$ cat src/rtl/tpg_pkg.sv
// Package tpg_pkg
// Shared decode for the three-phase deadtime controller. Turns the
// mixed-polarity command pair of one phase into an exclusive request.
// Assumes the commands are already synchronous to the system clock.
package tpg_pkg;

    typedef struct packed {
        logic want_hi;
        logic want_lo;
    } leg_want_t;

    // Exclusive request: a side is wanted only when it is the sole request.
    function automatic leg_want_t decode_cmd(input logic hi_n, input logic lo);
        leg_want_t w;
        w.want_hi = ~hi_n & ~lo;
        w.want_lo = lo & hi_n;
        return w;
    endfunction

endpackage

$ cat src/rtl/tpg_dt_reg.sv
// Module tpg_dt_reg
// Holds the deadtime code and presents the gap as a counter limit
// (D-1, where D = (code+1)*STEP_CYC cycles). Reset loads the largest
// code. A write takes effect on the cycle after its edge.
// Assumes STEP_CYC >= 1 and that DT_W is wide enough for the largest D.
module tpg_dt_reg #(
    parameter int CODE_W   = 8,
    parameter int STEP_CYC = 2,
    parameter int DT_W     = 10
) (
    input  logic              clk,
    input  logic              rst_n,
    input  logic              cfg_we,
    input  logic [CODE_W-1:0] cfg_data,
    output logic [DT_W-1:0]   dt_last
);
    localparam logic [CODE_W-1:0] CODE_MAX = {CODE_W{1'b1}};

    logic [CODE_W-1:0] code_q;

    // Code register: loaded on a write, set to the maximum by reset.
    always_ff @(posedge clk) begin
        if (!rst_n) begin
            code_q <= CODE_MAX;
        end else if (cfg_we) begin
            code_q <= cfg_data;
        end
    end

    // Counter limit: the gap in cycles, minus one.
    always_comb begin
        dt_last = ((DT_W'(code_q) + DT_W'(1)) * DT_W'(STEP_CYC)) - DT_W'(1);
    end

endmodule

$ cat src/rtl/tpg_phase_leg.sv
// Module tpg_phase_leg
// One half-bridge leg. It keeps a gate on while its side remains the
// sole request and drops it at once otherwise. It counts cycles with
// both gates off and lets the requested side on only after dt_last+1
// such cycles. When allow is low, both gates are forced off and the
// count restarts.
// Assumes want_hi and want_lo are never high together.
module tpg_phase_leg #(
    parameter int DT_W = 10
) (
    input  logic            clk,
    input  logic            rst_n,
    input  logic            allow,
    input  logic            want_hi,
    input  logic            want_lo,
    input  logic [DT_W-1:0] dt_last,
    output logic            gate_hi,
    output logic            gate_lo
);
    logic [DT_W-1:0] idle_q;
    logic            hi_q;
    logic            lo_q;
    logic            gap_done;

    // Gap is complete once the idle count has reached the limit.
    always_comb begin
        gap_done = (idle_q >= dt_last);
    end

    // Gate state and idle counter of this leg.
    always_ff @(posedge clk) begin
        if (!rst_n || !allow) begin
            hi_q   <= 1'b0;
            lo_q   <= 1'b0;
            idle_q <= '0;
        end else if (hi_q || lo_q) begin
            hi_q   <= hi_q & want_hi;
            lo_q   <= lo_q & want_lo;
            idle_q <= '0;
        end else if (gap_done) begin
            hi_q   <= want_hi;
            lo_q   <= want_lo;
            idle_q <= idle_q;
        end else begin
            idle_q <= idle_q + DT_W'(1);
        end
    end

    assign gate_hi = hi_q;
    assign gate_lo = lo_q;

endmodule

$ cat src/rtl/tpg_deadtime_ctrl.sv
// Module tpg_deadtime_ctrl (top)
// Three-phase gate controller with programmable deadtime. It decodes
// the mixed-polarity commands of each phase, ANDs the two enables with
// the inverted fault, and drives one leg instance per phase from a
// shared deadtime code register.
// Assumes all inputs are synchronous to clk; the reset is synchronous
// and active low.
module tpg_deadtime_ctrl #(
    parameter int PHASES   = 3,
    parameter int CODE_W   = 8,
    parameter int STEP_CYC = 2
) (
    input  logic              clk,
    input  logic              rst_n,
    input  logic              en_a,
    input  logic              en_b,
    input  logic              fault,
    input  logic [PHASES-1:0] hi_cmd_n,
    input  logic [PHASES-1:0] lo_cmd,
    input  logic              cfg_we,
    input  logic [CODE_W-1:0] cfg_data,
    output logic [PHASES-1:0] gate_hi,
    output logic [PHASES-1:0] gate_lo
);
    import tpg_pkg::*;

    localparam int DT_MAX = (2 ** CODE_W) * STEP_CYC;
    localparam int DT_W   = $clog2(DT_MAX) + 1;

    logic            allow;
    logic [DT_W-1:0] dt_last;

    // Global gate permission: both enables high and no fault.
    always_comb begin
        allow = en_a & en_b & ~fault;
    end

    tpg_dt_reg #(
        .CODE_W  (CODE_W),
        .STEP_CYC(STEP_CYC),
        .DT_W    (DT_W)
    ) u_dt_reg (
        .clk     (clk),
        .rst_n   (rst_n),
        .cfg_we  (cfg_we),
        .cfg_data(cfg_data),
        .dt_last (dt_last)
    );

    for (genvar p = 0; p < PHASES; p++) begin : g_leg
        leg_want_t want;

        // Exclusive request of this phase.
        always_comb begin
            want = decode_cmd(hi_cmd_n[p], lo_cmd[p]);
        end

        tpg_phase_leg #(
            .DT_W(DT_W)
        ) u_leg (
            .clk    (clk),
            .rst_n  (rst_n),
            .allow  (allow),
            .want_hi(want.want_hi),
            .want_lo(want.want_lo),
            .dt_last(dt_last),
            .gate_hi(gate_hi[p]),
            .gate_lo(gate_lo[p])
        );
    end

endmodule

$ cat config.mk
export PLATFORM = sky130hd
export DESIGN_NAME = tpg_deadtime_ctrl
export DESIGN_NICKNAME = d
export VERILOG_FILES = /design/src/rtl/tpg_pkg.sv /design/src/rtl/tpg_dt_reg.sv /design/src/rtl/tpg_phase_leg.sv /design/src/rtl/tpg_deadtime_ctrl.sv
export SDC_FILE = /design/constraint.sdc
export NUM_CORES = 1
export LEC_CHECK = 0
export ABC_AREA = 1
export BUFFER_PORTS_ARGS = -buffer_cell sky130_fd_sc_hd__buf_2
export CORE_MARGIN = 8
export CORE_UTILIZATION = 40
export CTS_BUF_LIST = sky130_fd_sc_hd__clkbuf_2
export DETAILED_ROUTE_END_ITERATION = 6
export GPL_ROUTABILITY_DRIVEN = 0
export PLACE_DENSITY = 0.54
export SLEW_MARGIN = 25
export SYNTH_ARGS = -nofsm -noshare
export SYNTH_HDL_FRONTEND = slang
export SYNTH_HIERARCHICAL = 1
export SYNTH_SLANG_ARGS = --single-unit
$ cat constraint.sdc
create_clock -name clk -period 5.21 [get_ports clk]
set_input_delay 1.042 -clock clk [delete_from_list [all_inputs] [get_ports clk]]
set_output_delay 1.042 -clock clk [all_outputs]
set_load 0.05 [all_outputs]
Yosys cells after proc, flatten, opt, wreduce, memory -nomap -nowiden
Cells that the tools add are included.
{"block": "word_totals", "register_bits": 44, "inputBits": 20, "elab_cells": 63}
{"block": "classes", "n_addsub": 5, "n_lt_le_gt_ge": 3, "n_mux": 12, "bitwise_logic": 21, "reduce_logical": 12}
{"op": "adder 10 x 1 -> 10 bit (second input constant)", "n": 3}
{"op": ">= comparator 10 bit", "n": 3}
{"op": "bitwise AND 1 bit", "n": 14}
{"op": "two-way mux 1 bit", "n": 12}
{"op": "subtractor 10 x 1 -> 10 bit (second input constant)", "n": 1}
{"op": "adder 8 x 1 -> 9 bit (second input constant)", "n": 1}
{"op": "inverter 1 bit", "n": 7}
{"op": "nonzero test 2 bit", "n": 3}
{"op": "OR reduction 2 bit", "n": 3}
{"op": "logical OR 1 bit", "n": 4}
{"op": "zero test 1 bit", "n": 2}

Depth between registers and ports, before layout
Gate-level depths: netlist (run 1).
{"block": "logic_depth", "depth_word": 5, "depth_mapped": 19}

By module
The synthesis (run 1) kept the hierarchy.
{"mod": "tpg_phase_leg", "n_inst": 3, "cells_each": 133, "area_per_inst_um2": 940.9}
{"mod": "tpg_dt_reg", "n_inst": 1, "cells_each": 104, "area_per_inst_um2": 690.7}
{"mod": "tpg_deadtime_ctrl", "n_inst": 1, "cells_each": 11, "area_per_inst_um2": 43.8}

Worst setup path before layout (run 1)
Ideal clock, no wire load.
{"block": "synth_timing", "kind": "reg-to-reg", "start": "reg u_dt_reg.code_q[0]", "end": "reg g_leg[0].u_leg.idle_q[5]", "setup_time_ps": 70, "arrival_ps": 2425, "t_required_ps": 5140, "path_slack_ps": 2715, "stages_incl_launch_ff": 16, "path_cell_list": "dfxtp_1 ha_1 nand3_1 xnor2_2 nor2_4 nand3_1 nand2_1 nand2_1 inv_1 ha_1 a21o_1 nor2_4 nand2_2 nor2_8 nand2_1 a21oi_2"}
{"block": "synth_between", "elab_chain_cells": 3}
{"item": "start: declaration", "line": "tpg_dt_reg.sv:19", "rtl": "logic [CODE_W-1:0] code_q;"}
{"item": "start signal: assignment", "line": "tpg_dt_reg.sv:26", "rtl": "code_q <= cfg_data;"}
{"item": "adder 8 x 1 -> 9 bit", "line": "tpg_dt_reg.sv:32", "rtl": "dt_last = ((DT_W'(code_q) + DT_W'(1)) * DT_W'(STEP_CYC)) - DT_W'(1);"}
{"item": "subtractor 10 x 1 -> 10 bit", "line": "tpg_dt_reg.sv:32"}
{"item": "via dt_last[9]", "line": "tpg_deadtime_ctrl.sv:31", "rtl": "logic [DT_W-1:0] dt_last;"}
{"item": ">= comparator 10 bit", "line": "tpg_phase_leg.sv:27", "rtl": "gap_done = (idle_q >= dt_last);"}
{"item": "end signal: assignment", "line": "tpg_phase_leg.sv:43", "rtl": "idle_q <= idle_q;"}
{"item": "end signal: assignment", "line": "tpg_phase_leg.sv:45", "rtl": "idle_q <= idle_q + DT_W'(1);"}
{"item": "end: declaration", "line": "tpg_phase_leg.sv:20", "rtl": "logic [DT_W-1:0] idle_q;"}
The timed path passes the listed nets, and every way through them passes these cells.
A chain may end at the register's enable or synchronous reset.

Worst setup path after layout (run 1)
{"block": "layout_timing", "start": "reg u_dt_reg.code_q[0]", "end": "reg g_leg[2].u_leg.hi_q"}
{"block": "layout_between", "elab_chain_cells": 4}
{"item": "adder 8 x 1 -> 9 bit", "line": "tpg_dt_reg.sv:32"}
{"item": "subtractor 10 x 1 -> 10 bit", "line": "tpg_dt_reg.sv:32"}
{"item": "via dt_last[7]", "line": "tpg_deadtime_ctrl.sv:31"}
{"item": ">= comparator 10 bit", "line": "tpg_phase_leg.sv:27"}
{"item": "nonzero test 2 bit (no line)"}
{"item": "end signal: assignment", "line": "tpg_phase_leg.sv:37", "rtl": "hi_q <= hi_q & want_hi;"}
{"item": "end signal: assignment", "line": "tpg_phase_leg.sv:41", "rtl": "hi_q <= want_hi;"}
{"item": "end: declaration", "line": "tpg_phase_leg.sv:21", "rtl": "logic hi_q;"}
The timed path passes the listed nets, and every way through them passes these cells.

==> metrics, run 1 <==
outcome finished, final reports clean; antenna diode count 0; Fmax ~330 MHz; Die H 110 um; Synth top area share 0.248; WP buf/inv 2; I/O Pins 26; fin crit period 3.01 ns; fillers about 960; core area between 8000 and 9000 um2; Netlist cell types 31; Seq/Total Area, Yosys 0.248; PwrDens 175 nW/um2; hold crit path type flip-flop to flip-flop; Final Hold Fails 0; HPWL Detailed 5.90 mm; syn avg cell area 6.92 um2; Synth Register Bits 44; XOR/XNOR Fraction of Synth Area 0.0661; std cell rows 34; Synth area leader dfxtp_1; CTS H-Tree Depth 2; critical path launch point type flip-flop; Ys Warns 6; Die W 110 um; post-synthesis adder-cell area fraction 0.123; post-CTS setup buffer count 0; GRT Overall Usage 0.135; Crit Path Max Fanout 11; DR iter-0 viols 64; largest net degree at the start of global routing 16; Gate Count Post-Synth between 500 and 600; Final Power between 600 and 700 uW; Syn Nets 569; RSZ-0062 raised after global routing no; Initial Util 0.410; Residual DRC 0; critical path type flip-flop to flip-flop; Clock Latency Late Sink 0.41 ns; CP max stage delay 0.54 ns; post-route ant nets 0; final core occ 0.438; Synth Area in Simple Gates 0.365; TNS Setup 0 ns; Post-synth top cells nand2_1, inv_1, dfxtp_1; via/cell ratio 4.69; Max-Cap Viols 0; antenna violations before repair 0; CTS tree done; drt total wl 7.38 mm; data arrival time of the critical path 3.35 ns; leading register cell type out of synthesis dfxtp_1; main area contributors after synthesis dfxtp_1, nand2_1, ha_1; Hold Buf Count CTS 0; Worst-path clk slew 0.23 ns; Synth Cell Area 3560 um2; CP Capture Type flip-flop; compound-gate portion of the synthesized area 0.0890; DRT Pass-1 Iters 4; CP delay by family, top simple AND/OR/NAND/NOR gates; routed len/inst 11.4 um; multiplexer share of the synthesized area 0; Slowest cell on crit path dfxtp_1; crit-path cells ha_1, inv_1, nand2_1, nand2_4, nor2_2, nand2_2, nor2_4, nand2_2, xnor2_1, inv_1, ha_1, nand2_1, nor2_4, nand2_1, nand3_2, nor2_1, nor3_1; total CTS buffers 5; crit share post-route 0.578; die area between 10,000 and 15,000 um2; clock skew between 0.015 and 0.02 ns; cell repeated most along the worst path nand2_1; Area Growth Syn to Fin 6.82%; main combinational cell family by area after synthesis simple AND/OR/NAND/NOR gates; count leader, synth nand2_1; Final setup viols 0; layout cell share with drive strength beyond 1 0.172; Critical Path RT 5.55 ns; clk sinks 44; CTS Buffer Depth 2; grt total ovfl 0; Max VDD drop 0.108 mV; first-pass GRT wire length 13.2 mm; number of port buffers 25; P_leak 1.93 nW; FFs w/ async S/R, synth 0; post-CTS sizing 0; via count between 3,000 and 4,000; clock root buffer clkbuf_2; Final nets about 600; vias in the first global route 2,984; Pins Over Slew Limit 0; EDFF count, synth 0
-- per-layer routing --
metal	share of wire	track usage
met1	0.50	0.169
met2	0.46	0.233
met3	0.032	0.0233
met4	0.010	0.0343
met5	0	0
-- worst reg2reg max path: cells and delay by family (launching register included) --
| family | cells | cell delay (ns) |
|---|---|---|
| fa+ha+maj | 2 | 0.64 |
| buf+inv | 2 | 0.15 |
| xor+xnor | 1 | 0.32 |
| flops | 1 | 0.54 |
| simple gates | 12 | 1.30 |
-- power breakdown --
part / internal (mW) / switching, mW
clock: 0.0302 / 0.117
combinational: 0.0592 / 0.108
sequential: 0.343 / 0.00717
total: 0.432 / 0.232
-- final timing paths --
kind                                          startpoint                        to  slack (ns)  depth (start not counted)
worst max-delay path                  u_dt_reg/code_q[0]    g_leg[2].u_leg/gate_hi        2.20                         17
worst min register to register  g_leg[1].u_leg/idle_q[7]  g_leg[1].u_leg/idle_q[7]        0.52                          2
worst max register to register        u_dt_reg/code_q[0]    g_leg[2].u_leg/gate_hi        2.20                         17
worst min-delay path            g_leg[1].u_leg/idle_q[7]  g_leg[1].u_leg/idle_q[7]        0.52                          2
-- kinds of logic after synthesis --
logic type / count (synthesis)
other: 1
flip-flops: 44
AO/OA/AOI/OAI: 52
AND/OR/NAND/NOR: 262
XOR/XNOR: 26
adder cells (fa/ha/maj): 35
buffers and inverters: 94
-- cells in the final DEF, fill, tap and decap left out, types with 9 or more instances in the layout --
master,n
a21oi_2,9
ha_1,35
nand2_1,158
nand3_1,15
nor2_4,10
nand3_2,12
buf_2,25
nand2_2,13
inv_1,80
a21oi_1,27
nor2_1,29
xor2_1,17
dfxtp_1,44
-- flip-flops by register name (all words and copies together) (netlist names) --
signal and cells:
g_leg.u_leg/idle_q 30, u_dt_reg/code_q 8, g_leg.u_leg/gate_hi 3, g_leg.u_leg/gate_lo 3
-- metrics by stage --
step           instances  area [um2]  worst slack, ns  hold WS (ns)
6_report             648        3800             2.20         0.519
5_1_grt              648        3800             1.93         0.546
4_1_cts              648        3800             2.15         0.527
3_5_place_dp         640        3760             2.20         0.500
3_3_place_gp         640        3760             2.31         0.493
2_1_floorplan        514        3560             2.72         0.473
-- cell type report --
| class | instances | area (um2) | area share |
|---|---|---|---|
| Clock buffer | 5 | 25.0 | 0.00659 |
| Multi-Input combinational cell | 376 | 2290 | 0.604 |
| Sequential cell | 44 | 881 | 0.232 |
| Clock inverter | 3 | 13.8 | 0.00362 |
| Timing Repair Buffer | 25 | 125 | 0.0329 |
| Tap cell | 108 | 135 | 0.0356 |
| Inverter | 87 | 327 | 0.0859 |
Power figures use the tool's default switching activity.
==> run 2, diff against run 1 <==
==> constraint.sdc (replaced) <==
create_clock -name clk -period 3.1 [get_ports clk]
set_input_delay 0.62 -clock clk [delete_from_list [all_inputs] [get_ports clk]]
set_output_delay 0.62 -clock clk [all_outputs]
set_load 0.05 [all_outputs]
==> run 2 against run 1 <==
Against the previous run:
- via count hardly changed
- worst setup slack worse by 1.9 ns
- cell count is 0.15% higher
- combinational power is 69% higher
- sequential share of layout area is 0.25 points lower
- routed wire length is 0.93% higher
- final area is 1.1% higher
- sequential power is 67% higher
- clock skew is 0.0094 ns higher
- global-route usage hardly changed
- count of clock-buffer cells in the layout stayed put
- critical endpoint unchanged
- largest power group unchanged
==> metrics, run 2 (synthesized netlist as in run 1, its figures left out) <==
outcome finished, final reports clean; TNS Setup 0 ns (unchanged); Hold Path Origin cfg_data[4]; worst r2r src u_dt_reg/code_q[1]; critical path type flip-flop to flip-flop; P_leak 1.94 nW (+0.90%); Worst Setup SP u_dt_reg/code_q[1]; Critical Path RT 3.43 ns (-2.12 ns); switching portion of total power 0.325 (-0.0238); layout cell share with drive strength beyond 1 0.176 (+0.00338); Pins Over Slew Limit 0 (unchanged); Final setup viols 0 (unchanged); Crit Path Max Fanout 11 (unchanged); core area 8680 um2 (unchanged); CP max stage delay 0.47 ns (-0.07 ns); clk sinks 44 (unchanged); HPWL Detailed 5.92 mm (+0.29%); PwrDens 312 nW/um2 (+79%); register area 881 um2 (unchanged); largest net degree at the start of global routing 16 (unchanged); Die W 110 um (unchanged); Initial Util 0.410 (unchanged); Place WS 0.200 ns (-2.00 ns); area occupied by multi-input gates 2300 um2 (+0.44%); data arrival time of the critical path 3.16 ns (-0.19 ns); grt total ovfl 0 (unchanged); crit share post-route 0.913 (+0.335); largest registers g_leg.u_leg/idle_q: 30 flops, u_dt_reg/code_q: 8 flops; Final Hold Fails 0 (unchanged); via/cell ratio 4.68 (-0.19%); CP delay by family, top simple AND/OR/NAND/NOR gates; CP Capture Type flip-flop; Worst-path clk slew 0.23 ns (about the same); total CTS buffers 5 (unchanged); most frequent cells in the layout nand2_1, inv_1, dfxtp_1; clock skew 0.0277 ns (+0.00936 ns); die area 12,200 um2 (unchanged); Psw 390 uW (+68%); Area Growth Syn to Fin 7.98%; CTS H-Tree Depth 2 (unchanged); first-pass GRT wire length 13.3 mm (+0.89%); clock root buffer clkbuf_2; Residual DRC 0 (unchanged); worst setup margin 0.271 ns (-1.93 ns); DRT Pass-1 Iters 4 (unchanged); RSZ-0062 raised after global routing no; routed len/inst 11.5 um (+0.78%); CTS Buffer Depth 2 (unchanged); via count 3,038 (-0.033%); antenna violations before repair 0 (unchanged); vias in the first global route 2,974 (-0.34%); r2r setup slk 0.27 ns (-1.93 ns); hold crit path type input pin to flip-flop; most common cell after layout, fill and taps aside nand2_1; GRT Overall Usage 0.135 (+0.000226); Clock Latency Late Sink 0.43 ns (+0.02 ns); Flop pwr share 0.489 (-0.038); combinational power share 0.236 (-0.015); number of port buffers 25 (unchanged); DR iter-0 viols 62 (-3.1%); drt total wl 7.45 mm (+0.93%); CTS tree done; largest register by flop count g_leg.u_leg/idle_q; Max VDD drop 0.184 mV (+71%); Die H 110 um (unchanged); clock share of power 0.276 (+0.054); Fmax 353 MHz (+6.4%); antenna diode count 0 (unchanged); fillers 942 (-2.3%); critical path launch point type flip-flop; crit-path cells ha_2, or2_4, nor2_4, nand2_1, nor2_1, xor2_1, inv_1, ha_1, nand2_1, nor2_4, nand2_1, nand3_2, nor2_1, nor3_1; I/O Pins 26 (unchanged); cell repeated most along the worst path nand2_1; Slowest cell on crit path dfxtp_1; Final nets 595 (+0.17%); post-route ant nets 0 (unchanged); max FFs per register 30 (unchanged); WP buf/inv 1 (-1); internal power 809 uW (+87%); Max-Cap Viols 0 (unchanged); std cell rows 34 (unchanged); fin crit period 2.83 ns (-0.182 ns)
run 2: changes by cell type in the layout (fill, tap and decap cells not counted):
cell       change
bufinv_16      +1
ha_2           +1
buf_4          +1
ha_1           -1
clkinv_1       +1
xnor2_2        +1
xnor2_1        -1
clkinv_2       -2
run 2: cell type report:
type                            count  area share
Multi-Input combinational cell    376       0.600
Sequential cell                    44       0.229
Inverter                           87      0.0850
Tap cell                          108      0.0352
Timing Repair Buffer               26      0.0345
Clock inverter                      3     0.00977
Clock buffer                        5     0.00651
run 2: layer usage:
metal	share of wire	global-route usage
met5	0	0
met4	0.013	0.0381
met3	0.022	0.0250
met2	0.46	0.231
met1	0.51	0.168
run 2: path summary, 6_finish.rpt:
| path | cells after the start | end |
|---|---|---|
| max | 14 | g_leg[2].u_leg/gate_hi |
| max reg2reg | 14 | g_leg[2].u_leg/gate_hi |
| min reg2reg | 2 | g_leg[1].u_leg/idle_q[0] |
| min | 3 | u_dt_reg/code_q[4] |
run 2: power groups by stage:
stage,Sequential (mW),Clock (mW),Combinational [mW]
finish,0.586,0.331,0.283
global route,0.588,0.367,0.334
CTS,0.586,0.351,0.285
detailed placement,0.596,0,0.283
global placement,0.597,0,0.277
floorplan,0.595,0,0.222
run 2: through the flow:
stage / utilization / instance area, um2 / cells / hold slack (ns) / power, mW
finish: 0.443 / 3840 / 649 / 0.403 / 1.20
global route: 0.443 / 3840 / 649 / 0.357 / 1.29
global placement: 0.434 / 3770 / 641 / 0.498 / 0.873
CTS: 0.441 / 3830 / 649 / 0.362 / 1.22
detailed placement: 0.434 / 3770 / 641 / 0.500 / 0.880
floorplan: - / 3560 / 514 / 0.473 / 0.816
run 2: worst reg2reg max path: cells and delay by family (launching register included):
kind          cells  cell delay, ns
simple gates     10            1.31
fa+ha+maj         2            0.61
flops             1            0.47
xor+xnor          1            0.28
buf+inv           1            0.09
run 2: timing repair:
action                                  CTS  global route
resized for setup                         0             2
endpoints found under the setup margin    0            15
setup buffers                             0             0
hold buffers                              0             0
==> run 3, diff against run 2 <==
--- a/config.mk
+++ b/config.mk
@@ -9,12 +9,11 @@
 export BUFFER_PORTS_ARGS = -buffer_cell sky130_fd_sc_hd__buf_2
 export CORE_MARGIN = 8
 export CORE_UTILIZATION = 40
-export CTS_BUF_LIST = sky130_fd_sc_hd__clkbuf_2
+export CTS_BUF_LIST = sky130_fd_sc_hd__clkbuf_2 sky130_fd_sc_hd__clkbuf_4 sky130_fd_sc_hd__clkbuf_8
 export DETAILED_ROUTE_END_ITERATION = 6
 export GPL_ROUTABILITY_DRIVEN = 0
 export PLACE_DENSITY = 0.54
 export SLEW_MARGIN = 25
 export SYNTH_ARGS = -nofsm -noshare
 export SYNTH_HDL_FRONTEND = slang
-export SYNTH_HIERARCHICAL = 1
 export SYNTH_SLANG_ARGS = --single-unit
==> run 3 against run 2 <==
Against the previous run:
- via count is 12% lower
- non-clock buffer count is 2 higher
- largest power group unchanged
- largest cell class unchanged
- critical path depth is 4 higher
- highest routed layer unchanged
- clock skew is 0.018 ns lower
- maximum frequency is 1.4% higher
- count of clock-buffer cells in the layout stayed put
==> metrics, run 3 <==
Synth Register Bits 44 (unchanged); count leader, synth nand2_1; cell repeated most along the worst path nand2_1; P_leak 1.65 nW (-15%); vias in the first global route 2,565 (-14%); critical path launch point type flip-flop; HPWL Detailed 5.22 mm (-12%); DRT Pass-1 Iters 4 (unchanged); register area 882 um2 (+0.14%); final core occ 0.446 (+0.00367); Ys Warns 0 (-6); grt total ovfl 0 (unchanged); crit-path cells ha_4, nand3_2, xor2_4, xor2_4, ha_1, nand2_1, o21bai_1, nand4_1, nand2_1, nand2_1, a21oi_1, nand2_2, nand2_4, nand2_4, inv_1, nand2_1, nand2_1, inv_1; Pins Over Slew Limit 0 (unchanged); most common cell after layout, fill and taps aside nand2_1; cells on worst reg2reg path 18 (+4); CP delay by family, top simple AND/OR/NAND/NOR gates; clock skew 0.00965 ns (-0.0180 ns); Post-synth top cells nand2_1, inv_1, nand3_1; drt total wl 6.89 mm (-7.5%); hold crit path type flip-flop to flip-flop; Fmax 358 MHz (+1.4%); Slew @ Worst Pin approximately 0.46 ns; largest net degree at the start of global routing 17 (+1); Netlist cell types 33 (+6.5%); Crit path depth 18 (+4); outcome finished, final reports clean; max FFs per register 30 (unchanged); critical path type flip-flop to flip-flop; clock root buffer clkbuf_8; PwrDens 330 nW/um2 (+5.6%); placed inst area 3310 um2 (-12%); crit share post-route 0.900 (-0.0124); Synth top area share 0.280 (+0.0327); Max-slew headroom 0.693; CTS Buffer Depth 2 (unchanged); Final Hold Fails 0 (unchanged); GRT Overall Usage 0.130 (-0.00484); largest registers g_leg.u_leg.idle_q: 30 flops, u_dt_reg.code_q: 8 flops; via/cell ratio 4.74 (+1.2%); CTS H-Tree Depth 2 (unchanged); Final setup viols 0 (unchanged); Worst Hold Depth 2 (-1); I/O Pins 26 (unchanged); RSZ-0062 raised after global routing no; leading register cell type out of synthesis dfxtp_1; DR iter-0 viols 96 (+55%); total CTS buffers 5 (unchanged); CP Capture Type flip-flop; largest register by flop count g_leg.u_leg.idle_q; number of port buffers 25 (unchanged); die area 10,900 um2 (-10%); std cell rows 32 (-5.9%); Max-Cap Viols 0 (unchanged); Die H 105 um (-5.1%); routed len/inst 12.2 um (+6.3%); TNS Setup 0 ns (unchanged); data arrival time of the critical path 3.00 ns (-0.16 ns); Syn Nets 489 (-14%); clk sinks 44 (unchanged); Initial Util 0.409 (-0.00120); Synth area leader dfxtp_1; Die W 105 um (-5.1%); syn avg cell area 7.12 um2 (+2.9%); Worst-path clk slew 0.09 ns (-0.14 ns); Hold Buf Count CTS 0 (unchanged); fillers 816 (-13%); r2r setup slk 0.31 ns (+0.04 ns); FFs w/ async S/R, synth 0 (unchanged); core area 7690 um2 (-11%); most frequent cells in the layout nand2_1, inv_1, nand3_1; area occupied by multi-input gates 1960 um2 (-15%); Max VDD drop 0.136 mV (-26%); Clock Latency Late Sink 0.30 ns (-0.13 ns); antenna violations before repair 0 (unchanged); Residual DRC 0 (unchanged); CTS tree done; Area Growth Syn to Fin 9.20%; CP max stage delay 0.44 ns (-0.03 ns); post-route ant nets 0 (unchanged); main area contributors after synthesis dfxtp_1, ha_1, nand2_1; post-route cell area 3430 um2 (-11%); Crit Path Max Fanout 11 (unchanged); via count 2,676 (-12%); Final nets 511 (-14%); Critical Path RT 3.30 ns (-0.13 ns); layout cell share with drive strength beyond 1 0.164 (-0.0115); first-pass GRT wire length 12.0 mm (-9.7%); WP buf/inv 2 (+1); antenna diode count 0 (unchanged); fin crit period 2.79 ns (-0.0385 ns); Synth Cell Area 3140 um2 (-12%); Seq/Total Area, Yosys 0.280 (+0.0327); EDFF count, synth 0 (unchanged); Slowest cell on crit path dfxtp_1; Gate Count Post-Synth 441 (-14%)
run 3: changes by cell type after synthesis, moves of 4 or more:
cell	previous run	this run
nor2_4	10	2
inv_1	80	56
nand2_2	13	21
ha_1	35	28
nand3_2	12	3
nand3_1	15	53
buf_4	2	6
nand2_1	158	83
o211ai_1	6	1
a21oi_1	27	38
a21oi_2	9	0
run 3: stage by stage:
stage / hold slack [ns] / power (mW) / cells / setup slack (ns)
after global placement: 0.480 / 0.761 / 558 / 0.188
after floorplan: 0.454 / 0.719 / 441 / 0.495
after detailed placement: 0.475 / 0.765 / 558 / 0.107
after global routing: 0.521 / 1.20 / 565 / 0.0242
after CTS: 0.489 / 1.13 / 565 / 0.0846
final: 0.491 / 1.13 / 565 / 0.309
run 3: metal layers:
| metal | share of wire | track usage |
|---|---|---|
| met5 | 0 | 0 |
| met4 | 0.015 | 0.0418 |
| met2 | 0.43 | 0.203 |
| met3 | 0.036 | 0.0283 |
| met1 | 0.52 | 0.174 |
run 3: area by class of cell:
cell class                      instances  area share
Inverter                               62      0.0678
Clock buffer                            5      0.0201
Clock inverter                          2     0.00365
Tap cell                              102      0.0372
Multi-Input combinational cell        322       0.571
Sequential cell                        44       0.257
Timing Repair Buffer                   28      0.0430
run 3: path summary, 6_finish.rpt:
path / from / end
setup / recovery: u_dt_reg.code_q[0] / g_leg[1].u_leg.gate_lo
hold / removal: g_leg[2].u_leg.idle_q[8] / g_leg[2].u_leg.idle_q[8]
setup reg to reg: u_dt_reg.code_q[0] / g_leg[1].u_leg.gate_lo
hold reg to reg: g_leg[2].u_leg.idle_q[8] / g_leg[2].u_leg.idle_q[8]
run 3: what timing repair did:
| item | CTS | global route |
|---|---|---|
| buffers inserted | 0 | 0 |
| gates resized for setup | 0 | 6 |
| endpoints found under the setup margin | 0 | 36 |
run 3: tightest hold or removal path: cells and delay by family, from the launching register on:
kind	cells	cell delay [ns]
compound gates	1	0.05
flops	1	0.34
simple gates	1	0.07
run 3: cells by family (layout without fill, tap and decap cells):
group	after synthesis	after routing	share of synthesized area
flops	44	44	0.280
buf+inv	75	97	0.110
fa+ha+maj	28	28	0.112
xor+xnor	27	27	0.0777
compound gates	55	55	0.0972
simple gates	212	212	0.324
run 3: power by group:
group | total, mW | switching (mW) | internal [mW]
clock | 0.365 | 0.212 | 0.153
combinational | 0.182 | 0.114 | 0.0674
sequential | 0.584 | 0.0107 | 0.573
